`config.mk`:
```
export PLATFORM = sky130hd
export DESIGN_NAME = rng_fill_ctrl
export DESIGN_NICKNAME = d
export VERILOG_FILES = /design/src/rtl/rng_fill_pkg.sv /design/src/rtl/rng_entropy_lfsr.sv /design/src/rtl/rng_cadence.sv /design/src/rtl/rng_word_fifo.sv /design/src/rtl/rng_fill_ctrl.sv
export SDC_FILE = /design/constraint.sdc
export NUM_CORES = 1
export LEC_CHECK = 0
export BUFFER_PORTS_ARGS = -buffer_cell sky130_fd_sc_hd__buf_2
export CORE_ASPECT_RATIO = 1.75
export CORE_UTILIZATION = 36
export CTS_CLUSTER_DIAMETER = 40
export CTS_CLUSTER_SIZE = 20
export DETAILED_ROUTE_END_ITERATION = 12
export PLACE_DENSITY = 0.5
export SYNTH_ARGS = -nofsm -noshare
export SYNTH_HDL_FRONTEND = slang
export SYNTH_SLANG_ARGS = --single-unit
```
`constraint.sdc`:
```
create_clock -name clk -period 8.8 [get_ports clk]
set_clock_uncertainty 0.2 [all_clocks]
set_input_delay 1.32 -clock clk [delete_from_list [all_inputs] [get_ports clk]]
set_output_delay 1.32 -clock clk [all_outputs]
set_load 0.05 [all_outputs]
```
`src/rtl/rng_fill_pkg.sv`:
```
package rng_fill_pkg;
  typedef enum logic [1:0] {
    SEL_MODE  = 2'd0,
    SEL_SIZE  = 2'd1,
    SEL_CTRL  = 2'd2,
    SEL_SPARE = 2'd3
  } reg_sel_e;

  localparam int CTRL_W      = 3;
  localparam int CTRL_SOFT   = 0;
  localparam int CTRL_FLUSH  = 1;
  localparam int CTRL_RESYNC = 2;
endpackage

```
`src/rtl/rng_entropy_lfsr.sv`:
```
module rng_entropy_lfsr #(
  parameter int          WORD_W = 64,
  parameter logic [63:0] TAPS   = 64'hD800_0000_0000_0000,
  parameter logic [63:0] SEED   = 64'h0123_4567_89AB_CDEF
) (
  input  logic              clk,
  input  logic              rst,
  output logic [WORD_W-1:0] state
);
  localparam logic [WORD_W-1:0] TAP_MASK = TAPS[WORD_W-1:0];
  localparam logic [WORD_W-1:0] SEED_V   = SEED[WORD_W-1:0];

  logic [WORD_W-1:0] nxt;

  // Galois form: shift right, fold the taps in when a one falls out.
  always_comb begin
    nxt = {1'b0, state[WORD_W-1:1]};
    if (state[0]) nxt = nxt ^ TAP_MASK;
  end

  always_ff @(posedge clk) begin
    if (rst) state <= SEED_V;
    else     state <= nxt;
  end
endmodule

```
`src/rtl/rng_cadence.sv`:
```
module rng_cadence #(
  parameter int PERIOD = 112
) (
  input  logic clk,
  input  logic rst,
  input  logic start_wr,
  input  logic soft_rst,
  input  logic resync,
  input  logic room,
  output logic push,
  output logic started
);
  localparam int TICK_W = (PERIOD > 1) ? $clog2(PERIOD) : 1;
  localparam logic [TICK_W-1:0] LAST = TICK_W'(PERIOD - 1);

  logic [TICK_W-1:0] tick;

  assign push = started && room && !soft_rst && !resync && (tick == LAST);

  always_ff @(posedge clk) begin
    if (rst || soft_rst) begin
      started <= 1'b0;
      tick    <= '0;
    end else if (!started) begin
      if (start_wr) begin
        started <= 1'b1;
        tick    <= '0;
      end
    end else if (resync) begin
      tick <= '0;
    end else if (room) begin
      tick <= push ? '0 : tick + 1'b1;
    end
  end
endmodule

```
`src/rtl/rng_word_fifo.sv`:
```
module rng_word_fifo #(
  parameter int WORD_W = 64,
  parameter int DEPTH  = 8
) (
  input  logic                       clk,
  input  logic                       rst,
  input  logic                       clr,
  input  logic                       wr_en,
  input  logic [WORD_W-1:0]          wr_data,
  input  logic                       rd_en,
  output logic [WORD_W-1:0]          rd_data,
  output logic                       rd_valid,
  output logic                       rd_under,
  output logic [$clog2(DEPTH+1)-1:0] level,
  output logic                       full
);
  localparam int PTR_W = (DEPTH > 1) ? $clog2(DEPTH) : 1;
  localparam int LVL_W = $clog2(DEPTH + 1);
  localparam logic [PTR_W-1:0] PTR_LAST = PTR_W'(DEPTH - 1);

  logic [WORD_W-1:0] mem [DEPTH];
  logic [PTR_W-1:0]  wptr, rptr;
  logic              do_wr, do_rd, empty;

  assign full  = (level == LVL_W'(DEPTH));
  assign empty = (level == '0);
  assign do_wr = wr_en && !full && !clr;
  assign do_rd = rd_en && !empty && !clr;

  // Storage has no reset so it can map onto block RAM.
  always_ff @(posedge clk) begin
    if (do_wr) mem[wptr] <= wr_data;
  end

  always_ff @(posedge clk) begin
    if (rst || clr) begin
      wptr     <= '0;
      rptr     <= '0;
      level    <= '0;
      rd_valid <= 1'b0;
      rd_under <= 1'b0;
      if (rst) rd_data <= '0;
    end else begin
      rd_valid <= do_rd;
      rd_under <= rd_en && empty;
      if (rd_en) rd_data <= empty ? '0 : mem[rptr];
      if (do_wr) wptr <= (wptr == PTR_LAST) ? '0 : wptr + 1'b1;
      if (do_rd) rptr <= (rptr == PTR_LAST) ? '0 : rptr + 1'b1;
      case ({do_wr, do_rd})
        2'b10:   level <= level + 1'b1;
        2'b01:   level <= level - 1'b1;
        default: level <= level;
      endcase
    end
  end
endmodule

```
`src/rtl/rng_fill_ctrl.sv`:
```
module rng_fill_ctrl
  import rng_fill_pkg::*;
#(
  parameter int          WORD_W = 64,
  parameter int          DEPTH  = 8,
  parameter int          PERIOD = 112,
  parameter logic [63:0] SEED   = 64'h0123_4567_89AB_CDEF,
  parameter int          LVL_W  = $clog2(DEPTH + 1)
) (
  input  logic              clk,
  input  logic              rst,
  input  logic              reg_we,
  input  logic              reg_re,
  input  logic [1:0]        reg_addr,
  input  logic [WORD_W-1:0] reg_wdata,
  output logic [WORD_W-1:0] reg_rdata,
  input  logic              pop,
  output logic [WORD_W-1:0] pop_data,
  output logic              pop_valid,
  output logic              underflow,
  output logic [LVL_W-1:0]  fifo_count
);
  logic [WORD_W-1:0] ent_word;
  logic [WORD_W-1:0] size_q;
  logic [CTRL_W-1:0] ctrl_q;
  logic              push_w, started_w, full_w, fifo_clr, size_wr;

  assign size_wr  = reg_we && (reg_addr == SEL_SIZE);
  assign fifo_clr = ctrl_q[CTRL_SOFT] || ctrl_q[CTRL_FLUSH];

  rng_entropy_lfsr #(.WORD_W(WORD_W), .SEED(SEED)) u_ent (
    .clk   (clk),
    .rst   (rst),
    .state (ent_word)
  );

  rng_cadence #(.PERIOD(PERIOD)) u_cad (
    .clk      (clk),
    .rst      (rst),
    .start_wr (size_wr),
    .soft_rst (ctrl_q[CTRL_SOFT]),
    .resync   (ctrl_q[CTRL_RESYNC]),
    .room     (!full_w),
    .push     (push_w),
    .started  (started_w)
  );

  rng_word_fifo #(.WORD_W(WORD_W), .DEPTH(DEPTH)) u_fifo (
    .clk      (clk),
    .rst      (rst),
    .clr      (fifo_clr),
    .wr_en    (push_w),
    .wr_data  (ent_word),
    .rd_en    (pop),
    .rd_data  (pop_data),
    .rd_valid (pop_valid),
    .rd_under (underflow),
    .level    (fifo_count),
    .full     (full_w)
  );

  // Register file: mode writes are dropped, control bits live one cycle.
  always_ff @(posedge clk) begin
    if (rst) begin
      size_q    <= '0;
      ctrl_q    <= '0;
      reg_rdata <= '0;
    end else begin
      if (size_wr) size_q <= reg_wdata;
      ctrl_q <= (reg_we && reg_addr == SEL_CTRL) ? reg_wdata[CTRL_W-1:0] : '0;
      if (reg_re) begin
        case (reg_addr)
          SEL_SIZE: reg_rdata <= size_q;
          SEL_CTRL: reg_rdata <= {{(WORD_W-CTRL_W){1'b0}}, ctrl_q};
          default:  reg_rdata <= '0;
        endcase
      end
    end
  end
endmodule

```
* After elaboration in Yosys (flattened, before gate mapping)
Memories as Yosys holds them, arrays and structs flattened. A register that Yosys moved wholly into a read port is not among the register bits. Index checks and enable logic that the tools add are counted.
Word-level totals: bits in registers 279, latch bits 0, bits in writable memories 512, memory bits (read-only) 0, output and inout bits 134, memories 1
Memories:
- u_fifo.mem | depth 8, bits a word 64, rd ports 1, clocked after Yosys merged registers in 1, write ports 1, RTL line rng_word_fifo.sv:21 | logic [WORD_W-1:0] mem [DEPTH];
Cells by class: $add $sub $neg 5, multiply operators 0, divide/modulo/power cells 0, magnitude comparators 0, equal/unequal tests 10, shift-type cells 0, mux-type cells 20, bitwise operators 3, reductions and logical operators 27
Operators with widths (number):
- two-way mux 64 bit | 4
- one-hot mux 64 bit (2 select lines) | 1
- two-way mux 63 bit | 1
- two-way mux 7 bit | 5
- two-way mux 3 bit | 4
- logical AND 1 bit | 11
- one-hot mux 4 bit (2 select lines) | 1
- adder 7 x 1 -> 7 bit (second input constant) | 1
- equality test 7 bit (second input constant) | 1
- adder 3 x 1 -> 3 bit (second input constant) | 2
- equality test 3 bit (second input constant) | 2
- nonzero test 2 bit | 3
- logical NOT 1 bit | 5
- adder 4 x 1 -> 4 bit (second input constant) | 1
- equality test 2 x 1 -> 1 bit (second input constant) | 2
- equality test 2 bit (second input constant) | 2
- equality test 4 bit (second input constant) | 1
- logical NOT 4 bit | 1
- two-way mux 1 bit | 4
- NOT 3 -> 4 bit | 1
- AND reduction 2 bit | 2
- OR reduction 2 bit | 2
- subtractor 4 x 1 -> 4 bit (second input constant) | 1
- logical OR 1 bit | 3
- other kinds (3) | 4

* Longest topological paths before layout
Gate-level depths: netlist of the first run.
word-level depth 10, mapped depth 11, gate-level depth less buffers 10

* Hierarchy
From an unflattened synthesis of the first run, not the netlist that was laid out.
Unflattened totals: cells, all modules 1799, area total of the unflattened synthesis 30023.8 um2
Modules (own cells, without submodules):
- rng_word_fifo | times used 1, cells an instance 963, area each 22042.4 um2, sequential area each 17596.9 um2
- rng_fill_ctrl | times used 1, cells an instance 590, area each 5348.9 um2, sequential area each 2622.5 um2
- rng_entropy_lfsr | times used 1, cells an instance 198, area each 2217.1 um2, sequential area each 1281.2 um2
- rng_cadence | times used 1, cells an instance 48, area each 415.4 um2, sequential area each 160.2 um2

* Worst setup path after synthesis of the first run
OpenSTA, ideal clock, no wires.
path kind reg-to-reg, start point register u_fifo.level[0], end point memory u_fifo.mem[4][0] (enable), data arrival time 5.971 ns, data required time 8.035 ns, setup slack 2.065 ns, stages on the path, launching flop included 6, clock period less this slack 6.735 ns, path through dfxtp_1 or4b_4 buf_6 nand4_1 or2_2 nor3_1
On the way: cells in the longest elaborated chain, start to end 10
Ends and longest elaborated chain:
- start, declared | RTL line rng_word_fifo.sv:14 | output logic [$clog2(DEPTH+1)-1:0] level,
- start signal, assigned | RTL line rng_word_fifo.sv:50 | 2'b10: level <= level + 1'b1;
- start signal, assigned | RTL line rng_word_fifo.sv:51 | 2'b01: level <= level - 1'b1;
- start signal, assigned | RTL line rng_word_fifo.sv:52 | default: level <= level;
- equality test 4 bit (*) | RTL line rng_word_fifo.sv:25 | assign full = (level == LVL_W'(DEPTH));
- logical NOT 1 bit (*) | RTL line rng_word_fifo.sv:27, rng_fill_ctrl.sv:43
- logical AND 1 bit (4 in series) | RTL line rng_cadence.sv:18 | assign push = started && room && !soft_rst && !resync && (tick == LAST);
- logical AND 1 bit (*) (2 in series) | RTL line rng_word_fifo.sv:27 | assign do_wr = wr_en && !full && !clr;
- two-way mux 1 bit (*) | RTL line rng_word_fifo.sv:32 | if (do_wr) mem[wptr] <= wr_data;
- two-way mux 1 bit (implied by the code) (*) | RTL line rng_word_fifo.sv:32
- end, declared | RTL line rng_word_fifo.sv:21
Every way passes the cells marked *; elsewhere a longest branch is shown, timed or not.

* Worst setup path after layout of the first run
start point register u_cad.tick[0], end point memory u_fifo.mem[2][30] (enable)
On the way: cells in the longest elaborated chain, start to end 6
Ends and longest elaborated chain:
- start, declared | RTL line rng_cadence.sv:16 | logic [TICK_W-1:0] tick;
- start signal, assigned | RTL line rng_cadence.sv:32 | tick <= push ? '0 : tick + 1'b1;
- equality test 7 bit | RTL line rng_cadence.sv:18
- logical AND 1 bit | RTL line rng_cadence.sv:18
- logical AND 1 bit (2 in series) | RTL line rng_word_fifo.sv:27
- two-way mux 1 bit | RTL line rng_word_fifo.sv:32
- two-way mux 1 bit (implied by the code) | RTL line rng_word_fifo.sv:32
No other way between the ends.

==> results.cfg, run 1 <==
[clock_network]
cts_hold_buffers = 0
post_cts_buffers = 0
cts_resized = 0
cts_sinks = 794
cts_tree = done
cts_buffers = 73
htree_levels = 3
path_clk_slew_ns = 0.07
root_buffer = clkbuf_16
cts_buffer_depth = 3
clock_latency_ns = 0.64

[hold_path]
min_path_cells = 2
hold_path_class = register to register

[pwr]
internal_power_mw = 5.951
switching_share = 0.2208
ir_worst_vdd_uv = 150.3
seqPwrFrac = 0.536
combPwrFrac = 0.023
power_density_nw_per_um2 = 227.1
switchingPower_mw = 1.686
clockPowerShare = 0.441
p_leak_nw = 11.11

[route]
firstDrtPassIters = 4
ant_nets = 0
drc_errors = 0
drt-total-wl_um = 61200
viasPerCell = 4.924
drt_iter0_drc = 533
wl_met3_um = 3806
vias = 14900
routedWlPerCell_um = 20.23
met2_length_um = 31460
maxUsedRoutingLayer = met5
wl_met1_um = 24760

[timing]
final_hold_viol_count = 0
tns_ns = 0
fmax_mhz = 263.8
tightest_slew_ns = 0.9906
setup_slack_ns = 5.010
whs_ns = 0.2567
rsz0062_at_grt = false
min_period_over_period = 0.4307
relSlewSlack = 0.3396
finalWorstPathRequiredPeriod_ns = 3.790
slew_viol_final = 0
setup_violations = 0

[worst_setup_path]
cp_num_buf_inv = 1
cp_top_family = simple AND/OR/NAND/NOR gates
cp.arrival_ns = 3.84
ff2ff_path_depth = 6
rrSetupSlack_ns = 5.01
crit_cells = 6
end_kind = register
critical_path.max_fanout = 42
startpoint_type = register
cp.required_ns = 8.85
max_stage_delay_ns = 0.81
criticalPathCategory = register to register
path_cells = ha_1, and4_1, nand4_1, nand2b_1, nor2_4, buf_4
slowest_stage = nor2_4

[cells_and_area]
final_cell_mix = edfxtp_1, dfxtp_1, buf_2
antenna_cells = 0
syn_to_final_growth_pct = 16.41
drive_above_1_share = 0.2676
finish.net_count = 2005
final_common_cell = edfxtp_1

[floorplan]
dieArea_um2 = 81440
start_util = 0.3632
die_w_um = 216.2
core_um2 = 79540
row_count = 137
io_pins = 205
die_h_um = 376.8

[yosys]
synth_cells = 1725
synth_area_um2 = 28890
yosysWarningCount = 0
yosysUniqueCellTypes = 40
synth-seq-cells = 794
avgSynthCellArea_um2 = 16.75
ys_seq_area_frac = 0.7497
syn_nets = 1806

[place]
port_buffers = 204
dp_slack_ns = 4.845
dpl.hpwl_um = 31820
gp_congestion = 0.6996

[global_route]
grt_max_degree = 85
grt_pass1_vias = 15970
antenna_found_initial = 1
overflow = 0
grt.total_usage = 0.1540
grt_pass1_wl_um = 95050

[run]
maxCapViolCount = 0

[run_status]
status = completed
[worst paths after layout]
check,start,end
setup / recovery,u_cad.tick[0]$_SDFFE_PP0P_,u_fifo.mem[2][30]$_DFFE_PP_
hold / removal,size_q[13]$_SDFFE_PP0P_,size_q[13]$_SDFFE_PP0P_
setup reg to reg,u_cad.tick[0]$_SDFFE_PP0P_,u_fifo.mem[2][30]$_DFFE_PP_
hold reg to reg,size_q[13]$_SDFFE_PP0P_,size_q[13]$_SDFFE_PP0P_
[per-stage QoR]
| stage | power, mW | instance area [µm²] | instances | utilization |
|---|---|---|---|---|
| 4_1_cts | 7.752 | 33630 | 3026 | 0.4229 |
| 5_1_grt | 7.900 | 33630 | 3026 | 0.4229 |
| 6_report | 7.637 | 33630 | 3026 | 0.4229 |
| 3_3_place_gp | 4.352 | 31070 | 2891 | 0.3906 |
| 2_1_floorplan | 4.284 | 28890 | 1725 | - |
| 3_5_place_dp | 4.358 | 31070 | 2891 | 0.3906 |
[synth_stat cells (all sizes together)]
cell type  number  area share
dfxtp         218        0.15
a22oi           3     0.00078
a31o            1     0.00030
nand4           2     0.00043
mux4          128        0.10
edfxtp        576        0.60
nand3          66       0.011
a2111o          1     0.00039
nor2b          31      0.0067
o211ai          3     0.00078
clkbuf         77       0.010
a21oi         135       0.023
or3             5      0.0011
o31ai           1     0.00026
inv             4     0.00052
and3b           1     0.00030
or2            33      0.0071
xor2            7      0.0021
o21ai           5     0.00087
mux2i          70       0.024
ha             10      0.0043
a21o            3     0.00078
nand2b         66       0.014
nor3b           2     0.00052
nand2         138       0.018
nor2           91       0.012
and3            2     0.00043
and2            4     0.00087
nor3            4     0.00069
and4            1     0.00030
nor4b           2     0.00061
or4             2     0.00052
or4b            1     0.00048
buf            27      0.0046
xnor2           3     0.00091
or3b            1     0.00030
nor4bb          1     0.00035
[state kept, by name, indices dropped and copies added (netlist names), named ones only]
register / count
u_fifo.mem: 512
reg_rdata: 64
size_q: 64
u_ent.state: 64
u_fifo.rd_data: 64
u_cad.tick: 7
u_fifo.level: 4
ctrl_q: 3
u_fifo.rptr: 3
u_fifo.wptr: 3
u_cad.started: 1
u_fifo.rd_under: 1
u_fifo.rd_valid: 1
[power groups by stage]
stage / Clock, mW / Sequential (mW) / Combinational (mW)
2_1_floorplan: 0 / 4.22 / 0.0672
3_3_place_gp: 0 / 4.17 / 0.180
3_5_place_dp: 0 / 4.18 / 0.182
4_1_cts: 3.48 / 4.09 / 0.183
5_1_grt: 3.61 / 4.10 / 0.194
6_report: 3.37 / 4.09 / 0.179
[cells by family after synthesis]
kind of cell	count (synthesis)	synth area share
buffers and inverters	108	0.01511
adders and majority gates	10	0.004331
and+or+nand+nor	453	0.07622
xor gates and xnor gates	10	0.003032
muxes	198	0.1240
DFF	794	0.7497
AOI/OAI and AO/OA	152	0.02754
[layout make-up]
class / instances / area (µm²)
fillers: 7311 / 45900
flip-flops and latches: 794 / 21670
multi-input cells: 823 / 6870
clock buffers: 86 / 1981
well taps: 1042 / 1304
repair buffers: 228 / 1207
clock inverters: 49 / 584.3
inverters: 4 / 15.01
[tightest hold or removal path, cell delays in order (launching register included)]
cell     delay [ns]
dfxtp_1        0.31
nand2_1        0.05
a21oi_1        0.05
[per-layer routing]
layer / global-route usage / vias to the layer above
met5: 0 / -
met4: 0.04744 / 2
met3: 0.04498 / 80
met2: 0.2709 / 315
met1: 0.1797 / 7624
li1: - / 6878
(Power assumes the default switching activity.)
==> run 2: changes to the inputs <==
--- a/config.mk
+++ b/config.mk
@@ -5,6 +5,7 @@
 export SDC_FILE = /design/constraint.sdc
 export NUM_CORES = 1
 export LEC_CHECK = 0
+export ABC_AREA = 1
 export BUFFER_PORTS_ARGS = -buffer_cell sky130_fd_sc_hd__buf_2
 export CORE_ASPECT_RATIO = 1.75
 export CORE_UTILIZATION = 36
==> constraint.sdc (replaced) <==
create_clock -name clk -period 3.7 [get_ports clk]
set_clock_uncertainty 0.2 [all_clocks]
set_input_delay 0.555 -clock clk [delete_from_list [all_inputs] [get_ports clk]]
set_output_delay 0.555 -clock clk [all_outputs]
set_load 0.05 [all_outputs]
==> run 2 against run 1 <==
Combinational power grew to 3.0 times the previous value; largest cell class unchanged; cell area up 3.8%; register-to-register slack got worse by 4.2 ns; power increased by 140%; sequential share of layout area fell by 2.4 points; critical path depth increased by 2; global-route usage rose by 1.7 points; die area increased by 1.9%; sequential power increased by 140%; critical endpoint is now ctrl_q[2]$_SDFF_PP0_; cell count increased by 25%.
==> results.cfg, run 2 <==
[run_status]
status = completed

[worst_setup_path]
end_kind = register
crit_top_cell = buf_4
criticalPathCategory = input pin to register
max_stage_delay_ns = 0.64
slowest_stage = buf_4
cp.arrival_ns = 3.26
cp.required_ns = 4.02
critical_path.max_fanout = 67
startpoint_type = input pin
path_cells = dlygate4sd3_1, buf_4, buf_4, inv_1, buf_4, nand3_1, nor2_1, dlygate4sd3_1

[pwr]
switchingPower_mw = 4.047
clockPowerShare = 0.429
switching_share = 0.2244
ir_worst_vdd_uv = 345.2
fin_total_pwr_mw = 18.03
combPwrFrac = 0.030
internal_power_mw = 13.99
p_leak_nw = 12.25
seqPwrFrac = 0.541
power_density_nw_per_um2 = 516.5

[timing]
finalWorstPathRequiredPeriod_ns = 2.945
final_hold_viol_count = 0
relSlewSlack = 0.3046
rsz0062_at_grt = false
setup_violations = 0
tns_ns = 0
whs_ns = 0.06340
tightest_slew_ns = 1.037
min_period_over_period = 0.7959
setup_slack_ns = 0.7553
slew_viol_final = 0
fmax_mhz = 339.6

[route]
ant_nets = 0
firstDrtPassIters = 5
routedWlPerCell_um = 18.56
drc_errors = 0
vias = 18880
drt_iter0_drc = 975
drt-total-wl_um = 70190
viasPerCell = 4.992

[floorplan]
row_count = 138
die_w_um = 218.2
start_util = 0.3636
dieArea_um2 = 82990
io_pins = 205
die_h_um = 380.4
core_um2 = 80980

[clock_network]
cts_tree = done
root_buffer = clkbuf_16
htree_levels = 3
clock_latency_ns = 0.64
cts_buffer_depth = 3
cts_sinks = 794
cts_hold_buffers = 67
cts_resized = 0
post_cts_buffers = 0
path_clk_slew_ns = 0.06
cts_buffers = 72

[yosys]
synth_common_cells = edfxtp_1, nor2_1, o21ai_0
synth-main-ff-cell = edfxtp_1
yosysMostFrequentCell = edfxtp_1
yosysWarningCount = 0
synth-edff-count = 576
syn_nets = 2507
synth_top_area_share = 0.5874
synth-seq-cells = 794
synth_cells = 2426
avgSynthCellArea_um2 = 12.14
yosysTopAreaCell = edfxtp_1
synthArstFlopShare = 0
yosysUniqueCellTypes = 32
synth_area_um2 = 29450
synth_area_leaders = edfxtp_1, dfxtp_1, nor2_1, o21ai_0, mux2i_1
ys_seq_area_frac = 0.7356

[cells_and_area]
largest_register = u_fifo.mem
drive_above_1_share = 0.1574
final_common_cell = edfxtp_1
final_cell_mix = edfxtp_1, nor2_1, o21ai_0
utilization = 0.4311
largest_reg_flops = 512
finish.net_count = 2753
antenna_cells = 0
syn_to_final_growth_pct = 18.55
final_cells = 3782
fin_area_um2 = 34910

[global_route]
overflow = 0
grt_max_degree = 126
grt_pass1_wl_um = 109400
grt.total_usage = 0.1711
antenna_found_initial = 1
grt_pass1_vias = 19510

[hold_path]
hold_path_class = input pin to register

[place]
dpl.hpwl_um = 38840
port_buffers = 204
dp.cells = 3581
gp_congestion = 0.7500
place_area_um2 = 31780
dp_slack_ns = 0.8268

[run]
maxCapViolCount = 0
## run 2: changes by cell type after synthesis, moves of 31 or more
cell and change:
nand2_1 -36, mux4_2 -128, nand2b_1 -66, o21ai_1 +49
nor2b_1 -31, inv_1 +65, nor2_1 +472, o21ai_0 +339
a21oi_1 -61, o22ai_1 +67, clkbuf_1 +31
## run 2: path summary, 6_finish.rpt
path	start	end	slack [ns]	cells past startpoint
max	rst	ctrl_q[2]$_SDFF_PP0_	0.76	8
min	pop	u_fifo.rd_under$_SDFF_PP0_	0.06	3
max reg2reg	u_cad.tick[0]$_SDFFE_PP0P_	u_fifo.mem[3][55]$_DFFE_PP_	0.84	8
min reg2reg	size_q[50]$_SDFFE_PP0P_	reg_rdata[50]$_SDFFE_PP0P_	0.26	2
## run 2: cell families (layout without fill, tap and decap cells)
group                    after synthesis  count (layout)  share of synthesized area
AO/OA/AOI/OAI                        538             538                    0.09517
AND/OR/NAND/NOR                      791             791                     0.1083
XOR/XNOR                               5               5                   0.001487
buffers and inverters                224             530                    0.03352
flip-flops                           794             794                     0.7356
adder cells (fa/ha/maj)               10              10                   0.004249
multiplexers                          64              64                    0.02175
## run 2: power by group through the flow
| stage | registers (mW) | logic, mW | clock network [mW] |
|---|---|---|---|
| after floorplan | 10.1 | 0.185 | 0 |
| after global placement | 9.96 | 0.485 | 0 |
| after detailed placement | 9.96 | 0.490 | 0 |
| after CTS | 9.76 | 0.545 | 7.99 |
| after global routing | 9.78 | 0.587 | 8.29 |
| final | 9.76 | 0.539 | 7.73 |
## run 2: critical path: cells and delay by family
kind,cells,cell delay (ns)
buffers and inverters,6,2.41
and+or+nand+nor,2,0.26
## run 2: cell type report
type                       instances  area, µm²
fill                            7451      46070
sequential                       794      21670
multi-input combinational       1408       6904
timing repair buffer             323       2272
clock buffer                      83       1864
tap                             1050       1314
clock inverter                    51      601.8
inverter                          73      282.8
## run 2: layer usage
layer / track usage / wire length (µm) / up-vias
li1: - / - / 9031
met1: 0.1949 / 28560 / 9353
met2: 0.3122 / 36350 / 410
met3: 0.04061 / 3832 / 84
met4: 0.05025 / 1438 / 2
met5: 0 / 10 / -
